--- src/rtl/exc_pkg.sv ---
package exc_pkg;

   localparam int NCAUSE = 5;
   localparam int EC_W   = 5;
   localparam int MSR_W  = 6;

   localparam int MB_EE  = 0;
   localparam int MB_EIP = 1;
   localparam int MB_UM  = 2;
   localparam int MB_UMS = 3;
   localparam int MB_VM  = 4;
   localparam int MB_VMS = 5;

   typedef enum logic [2:0] {
      C_IMMU  = 3'd0,
      C_IBUS  = 3'd1,
      C_ILLOP = 3'd2,
      C_DMMU  = 3'd3,
      C_DBUS  = 3'd4
   } cause_e;

   function automatic logic [EC_W-1:0] ec_of(input cause_e c);
      case (c)
         C_IMMU:  return 5'd17;
         C_IBUS:  return 5'd3;
         C_ILLOP: return 5'd1;
         C_DMMU:  return 5'd16;
         default: return 5'd4;
      endcase
   endfunction

   function automatic logic is_xlat(input cause_e c);
      return (c == C_IMMU) || (c == C_DMMU);
   endfunction

   function automatic logic is_iside(input cause_e c);
      return (c == C_IMMU) || (c == C_IBUS) || (c == C_ILLOP);
   endfunction

endpackage

--- src/rtl/exc_prio.sv ---
module exc_prio #(
   parameter int N = 5,
   localparam int SEL_W = (N > 1) ? $clog2(N) : 1
) (
   input  logic [N-1:0]     req,
   output logic             any,
   output logic [SEL_W-1:0] sel
);
   always_comb begin
      any = |req;
      sel = '0;
      for (int i = N - 1; i >= 0; i--) begin
         if (req[i]) sel = SEL_W'(i);
      end
   end
endmodule

--- src/rtl/exc_gate.sv ---
module exc_gate
   import exc_pkg::*;
#(
   parameter bit FAULT_TOL = 1'b1
) (
   input  logic   any,
   input  cause_e cause,
   input  logic   ee,
   input  logic   eip,
   input  logic   halted,
   output logic   take,
   output logic   halt_req
);
   logic blocked;

   always_comb blocked = !is_xlat(cause) && (!ee || eip);

   generate
      if (FAULT_TOL) begin : g_ft
         always_comb begin
            take     = any && !blocked && !halted;
            halt_req = any &&  blocked && !halted;
         end
      end else begin : g_plain
         logic unused_h;
         always_comb begin
            take     = any && !blocked;
            halt_req = 1'b0;
            unused_h = halted;
         end
      end
   endgenerate
endmodule

--- src/rtl/exc_retaddr.sv ---
module exc_retaddr #(
   parameter int XLEN = 32
) (
   input  logic [XLEN-1:0] pc,
   input  logic            in_ds,
   input  logic            xlat,
   input  logic            imm_pfx,
   input  logic            br_imm_pfx,
   output logic [XLEN-1:0] ra,
   output logic            ra_we
);
   localparam logic [XLEN-1:0] STEP  = XLEN'(4);
   localparam logic [XLEN-1:0] STEP2 = XLEN'(8);

   always_comb begin
      ra_we = 1'b1;
      ra    = pc;
      if (in_ds) begin
         if (xlat) begin
            ra = br_imm_pfx ? (pc - STEP2) : (pc - STEP);
         end else begin
            ra_we = 1'b0;
            ra    = pc - STEP;
         end
      end else if (xlat && imm_pfx) begin
         ra = pc - STEP;
      end
   end
endmodule

--- src/rtl/exc_status.sv ---
module exc_status
   import exc_pkg::*;
#(
   parameter int XLEN  = 32,
   parameter int ESS_W = 7
) (
   input  logic               clk,
   input  logic               rst_n,
   input  logic               frozen,
   input  logic               take,
   input  cause_e             cause,
   input  logic               in_ds,
   input  logic [XLEN-1:0]    pc,
   input  logic [XLEN-1:0]    br_target,
   input  logic [XLEN-1:0]    fault_addr,
   input  logic [ESS_W-1:0]   ess,
   input  logic               msr_wr,
   input  logic [MSR_W-1:0]   msr_wdata,
   input  logic               rte,
   input  logic               resv_set,
   output logic [MSR_W-1:0]   msr,
   output logic [ESS_W+5:0]   esr,
   output logic [XLEN-1:0]    ear,
   output logic [XLEN-1:0]    btr,
   output logic               resv
);
   always_ff @(posedge clk or negedge rst_n) begin
      if (!rst_n) begin
         msr  <= '0;
         esr  <= '0;
         ear  <= '0;
         btr  <= '0;
         resv <= 1'b0;
      end else if (!frozen) begin
         if (take) begin
            msr[MB_EE]  <= 1'b0;
            msr[MB_EIP] <= 1'b1;
            msr[MB_UMS] <= msr[MB_UM];
            msr[MB_UM]  <= 1'b0;
            msr[MB_VMS] <= msr[MB_VM];
            msr[MB_VM]  <= 1'b0;
            esr         <= {in_ds, ec_of(cause), ess};
            ear         <= is_iside(cause) ? pc : fault_addr;
            if (in_ds) btr <= br_target;
            resv        <= 1'b0;
         end else begin
            if (rte) begin
               msr[MB_EE]  <= 1'b1;
               msr[MB_EIP] <= 1'b0;
               msr[MB_UM]  <= msr[MB_UMS];
               msr[MB_VM]  <= msr[MB_VMS];
            end else if (msr_wr) begin
               msr <= msr_wdata;
            end
            if (resv_set) resv <= 1'b1;
         end
      end
   end
endmodule

--- src/rtl/exc_entry_ctrl.sv ---
module exc_entry_ctrl
   import exc_pkg::*;
#(
   parameter int              XLEN      = 32,
   parameter int              ESS_W     = 7,
   parameter logic [XLEN-1:0] BASE_VEC  = '0,
   parameter bit              FAULT_TOL = 1'b1
) (
   input  logic              clk,
   input  logic              rst_n,
   input  logic              req_immu_i,
   input  logic              req_ibus_i,
   input  logic              req_illop_i,
   input  logic              req_dmmu_i,
   input  logic              req_dbus_i,
   input  logic [XLEN-1:0]   pc_i,
   input  logic              in_dslot_i,
   input  logic [XLEN-1:0]   br_target_i,
   input  logic              imm_pfx_i,
   input  logic              br_imm_pfx_i,
   input  logic [ESS_W-1:0]  ess_i,
   input  logic [XLEN-1:0]   fault_addr_i,
   input  logic              msr_wr_i,
   input  logic [5:0]        msr_wdata_i,
   input  logic              rte_i,
   input  logic              resv_set_i,
   output logic              pc_load_o,
   output logic [XLEN-1:0]   pc_new_o,
   output logic              flush_o,
   output logic              r17_we_o,
   output logic [XLEN-1:0]   r17_o,
   output logic [5:0]        msr_o,
   output logic [ESS_W+5:0]  esr_o,
   output logic [XLEN-1:0]   ear_o,
   output logic [XLEN-1:0]   btr_o,
   output logic              resv_o,
   output logic              halted_o,
   output logic              err_o
);
   localparam int              SEL_W  = $clog2(NCAUSE);
   localparam logic [XLEN-1:0] VECTOR = BASE_VEC + XLEN'(32'h20);

   generate
      if (XLEN < 16) begin : g_bad_xlen
         $error("exc_entry_ctrl: XLEN must be at least 16");
      end
      if (ESS_W < 1 || ESS_W > 16) begin : g_bad_ess
         $error("exc_entry_ctrl: ESS_W out of range 1..16");
      end
      if (BASE_VEC[5:0] != 6'd0) begin : g_bad_base
         $error("exc_entry_ctrl: BASE_VEC must be 64-byte aligned");
      end
   endgenerate

   logic [NCAUSE-1:0] req_vec;
   logic              any_req;
   logic [SEL_W-1:0]  sel;
   cause_e            cause;
   logic              take;
   logic              halt_req;
   logic              halted;
   logic [XLEN-1:0]   ra;
   logic              ra_we;

   always_comb begin
      req_vec          = '0;
      req_vec[C_IMMU]  = req_immu_i;
      req_vec[C_IBUS]  = req_ibus_i;
      req_vec[C_ILLOP] = req_illop_i;
      req_vec[C_DMMU]  = req_dmmu_i;
      req_vec[C_DBUS]  = req_dbus_i;
      cause            = cause_e'(sel);
   end

   exc_prio #(.N(NCAUSE)) u_prio (
      .req (req_vec),
      .any (any_req),
      .sel (sel)
   );

   exc_gate #(.FAULT_TOL(FAULT_TOL)) u_gate (
      .any      (any_req),
      .cause    (cause),
      .ee       (msr_o[MB_EE]),
      .eip      (msr_o[MB_EIP]),
      .halted   (halted),
      .take     (take),
      .halt_req (halt_req)
   );

   exc_retaddr #(.XLEN(XLEN)) u_ra (
      .pc         (pc_i),
      .in_ds      (in_dslot_i),
      .xlat       (is_xlat(cause)),
      .imm_pfx    (imm_pfx_i),
      .br_imm_pfx (br_imm_pfx_i),
      .ra         (ra),
      .ra_we      (ra_we)
   );

   exc_status #(.XLEN(XLEN), .ESS_W(ESS_W)) u_stat (
      .clk        (clk),
      .rst_n      (rst_n),
      .frozen     (halted),
      .take       (take),
      .cause      (cause),
      .in_ds      (in_dslot_i),
      .pc         (pc_i),
      .br_target  (br_target_i),
      .fault_addr (fault_addr_i),
      .ess        (ess_i),
      .msr_wr     (msr_wr_i),
      .msr_wdata  (msr_wdata_i),
      .rte        (rte_i),
      .resv_set   (resv_set_i),
      .msr        (msr_o),
      .esr        (esr_o),
      .ear        (ear_o),
      .btr        (btr_o),
      .resv       (resv_o)
   );

   generate
      if (FAULT_TOL) begin : g_halt
         logic halted_q;
         always_ff @(posedge clk or negedge rst_n) begin
            if (!rst_n) halted_q <= 1'b0;
            else if (halt_req) halted_q <= 1'b1;
         end
         assign halted = halted_q;
      end else begin : g_nohalt
         logic unused_hr;
         assign halted    = 1'b0;
         assign unused_hr = halt_req;
      end
   endgenerate

   always_ff @(posedge clk or negedge rst_n) begin
      if (!rst_n) begin
         pc_load_o <= 1'b0;
         pc_new_o  <= '0;
         flush_o   <= 1'b0;
         r17_we_o  <= 1'b0;
         r17_o     <= '0;
      end else begin
         pc_load_o <= take;
         flush_o   <= take;
         r17_we_o  <= take && ra_we;
         if (take) begin
            pc_new_o <= VECTOR;
            r17_o    <= ra;
         end
      end
   end

   assign halted_o = halted;
   assign err_o    = halted;

endmodule

--- config.mk ---
export PLATFORM = sky130hd
export DESIGN_NAME = exc_entry_ctrl
export DESIGN_NICKNAME = d
export VERILOG_FILES = /design/src/rtl/exc_pkg.sv /design/src/rtl/exc_prio.sv /design/src/rtl/exc_gate.sv /design/src/rtl/exc_retaddr.sv /design/src/rtl/exc_status.sv /design/src/rtl/exc_entry_ctrl.sv
export SDC_FILE = /design/constraint.sdc
export NUM_CORES = 1
export LEC_CHECK = 0
export BUFFER_PORTS_ARGS = -buffer_cell sky130_fd_sc_hd__buf_2
export CORE_ASPECT_RATIO = 0.8
export CORE_MARGIN = 2
export CORE_UTILIZATION = 38
export DETAILED_ROUTE_END_ITERATION = 12
export PLACE_DENSITY = 0.74
export SLEW_MARGIN = 15
export SYNTH_ARGS = -nofsm -noshare
export SYNTH_HDL_FRONTEND = slang
export SYNTH_SLANG_ARGS = --single-unit
--- constraint.sdc ---
create_clock -name clk -period 2.42 [get_ports clk]
set_input_delay 0.363 -clock clk [delete_from_list [all_inputs] [get_ports clk]]
set_output_delay 0.363 -clock clk [all_outputs]
set_load 0.01 [all_outputs]
==> out/qor.yml <==
run_status:
  status: "finished, final reports clean"
placed_design:
  hpwlAfterDp_um: 14130
  placed_cells: 1095
  port_buffers: 242
  gp_congestion: 0.9182
clock_network:
  cts_tree: "done"
  cts_root_buf: "clkbuf_16"
  htreeDepth: 4
  numCtsBuffers: 17
  clockBufferDepth: 2
  clk_pin_slew_ps: 60
  cts_sinks: 119
  clock_latency_ps: 420
finish:
  final_common_cell: "buf_2"
  fin_cells: 1128
  drive_above_1_share: 0.4042
  insertedDiodeCount: 0
  num-fill-cells: 1466
  syn_to_final_growth_pct: 35.98
  finalNetCount: 1025
  final_cell_mix: "241 x buf_2, 119 x dfrtp_1, 71 x nand2_1"
floorplan:
  initial_core_util: 0.3893
  dieArea_um2: 17230
  die_height_um: 117.8
  rows: 41
  io-pin-count: 275
  core_um2: 15800
  die_w_um: 146.2
grt:
  grt_max_degree: 51
  grt_pass1_wl_um: 29160
  antenna_found_initial: 0
  grt_pass1_vias: 5379
  grt_overflow: 0
  grt_use_total: 0.2151
sta:
  rsz0062_at_grt: "false"
  hold_viol: 0
  setup_violations: 0
  slew-limit-headroom: 0.5585
  finClkSkew_ps: 5.986
  fin_crit_sh: 0.8957
  hold_ws_ps: 140.1
  clock.fmax_mhz: 461.3
  tightest_slew_ps: 662.3
  drv_slew: 0
  final.min_clock_period_ps: 2168
setup_path:
  critical_path_class: "reg2reg"
  crit_fanout: 33
  rr_worst_depth: 7
  cp.required_ps: 2720
  worst_setup_path_end_kind: "flip-flop"
  worstPathArrival_ps: 2460
  crit_path_start_kind: "flip-flop"
detailed_routing:
  wl_per_cell_um: 16.31
  met2_length_um: 8672
  vias_per_cell: 4.949
  ant_nets: 0
  vias: 5583
  first_pass_iters: 5
  routed_wl_um: 18400
  wl_met3_um: 1657
  wl_met1_um: 7851
  drc_errors: 0
  drtIter0Drc: 382
  highest_layer: "met4"
synth:
  synthCells: 622
  synthesis.area_um2: 6151
  synth_top_cell_area_share: 0.4841
  ys_types: 66
  synth_mux_area_frac: 0.1237
  synth-simple-area-share: 0.1526
  ys_seq_area_frac: 0.4841
  synth_top_family_by_area: "simple AND/OR/NAND/NOR gates"
  synth_xor_area_frac: 0.02278
  async_flop_share: 1.000
  synth_ff_type: "dfrtp_1"
  synth_seq_cells: 119
  synth_top_area_cell: "dfrtp_1"
  synth.avg_cell_area_um2: 9.889
  synth_fa_ha_area_frac: 0.006103
  synth_compound_area_frac: 0.1369
  synthTopCellsByArea: "dfrtp_1 48%, mux2i_1 6.5%, mux2_2 5.3%"
  synth_warnings: 0
  synth-edff-count: 0
hold_path:
  hold_path_depth: 3
  hold_path_class: "in2reg"
job:
  maxCapViolCount: 0
power_and_ir_drop:
  leakage_nw: 3.964
  ir_worst_vdd_v: 0.0004549
  p_per_area_nw_per_um2: 882.5
[Yosys cell counts (3+ instances only)]
library cell    n
or3_1           7
or4_1           5
dfrtp_1       119
clkbuf_1       13
a21boi_0        4
a21o_1          3
mux2i_1        40
a31oi_1         9
o21ai_1         3
nand3_1         3
mux2_2         29
xnor2_1        13
inv_1          10
xor2_1          3
nand4_1         3
buf_2          12
or2_1           3
a211oi_1        6
nor2_1         66
mux2_1          3
nor3_1         10
nor4_1          5
ha_1            3
nand2_1        71
o21ai_0        34
buf_4          36
a21oi_1        59
[per-layer routing]
metal	vias to the layer above	global-route usage
li1	2675	-
met1	2630	0.2819
met2	255	0.3411
met3	23	0.07016
met4	0	0.06371
met5	-	0
[layout make-up]
cell class	count	area, um2	area share
Sequential cell	119	2978	0.3560
Clock inverter	14	151.4	0.01810
Timing Repair Buffer	293	1649	0.1972
Inverter	11	42.54	0.005086
Clock buffer	18	429.2	0.05131
Multi-Input combinational cell	458	2845	0.3402
Tap cell	215	269.0	0.03216
[worst max-delay path: stages, from the launching register on]
cell	delay (ps)
dfrtp_1	370
nand2b_1	200
o211a_1	220
or2_2	140
clkinv_2	180
nand2_1	120
buf_4	390
mux2_2	390
[cells by family (layout without fill, tap and decap cells)]
kind of cell,count (synthesis),in the layout
simple gates,196,196
compound gates,139,139
fa+ha+maj,3,3
mux,72,72
xor+xnor,16,16
other cells,1,32
flops,119,119
buf+inv,76,336
[what timing repair did]
action                                 CTS  global route
hold buffers                             1             0
buffers inserted                         0             0
resized for setup                        0             0
endpoints found under the hold margin   41             0
[path summary, 6_finish.rpt]
path / start / end / slack (ps)
hold / removal: ess_i[2] / u_stat.esr[2] / 140
min in group asynchronous: rst_n / u_stat.ear[13] / 500
max in group asynchronous: rst_n / r17_o[31] / 1270
hold reg to reg: r17_o[6] / r17_o[6] / 470
setup / recovery: u_stat.msr[1] / u_stat.btr[22] / 250
setup reg to reg: u_stat.msr[1] / u_stat.btr[22] / 250
[power by group]
part	leakage (nW)	internal [W]	switching [W]
Combinational	2.30	0.000893	0.00110
Sequential	1.40	0.00259	0.000315
Clock	0.269	0.00152	0.000961
Total	3.96	0.00500	0.00238
[metrics by stage]
stage	setup WS [ps]	instance area, um2	TNS (ps)	power [W]	utilization
2_1_floorplan	144.8	6267	0	0.003934	-
3_3_place_gp	18.87	7774	0	0.004901	0.4920
3_5_place_dp	-35.04	7774	-662.5	0.004955	0.4920
4_1_cts	291.4	8364	0	0.007474	0.5294
5_1_grt	155.6	8364	0	0.007837	0.5294
6_report	252.4	8364	0	0.007382	0.5294
[flip-flops by register name (all words and copies together), names as in the netlist]
| signal | count |
|---|---|
| u_stat.esr | 12 |
| u_stat.ear | 32 |
| r17_o | 32 |
| pc_new_o | 1 |
| u_stat.resv | 1 |
| u_stat.msr | 6 |
| err_o | 1 |
| flush_o | 1 |
| u_stat.btr | 32 |
| r17_we_o | 1 |
No activity file was read; power rests on OpenSTA's default activity.
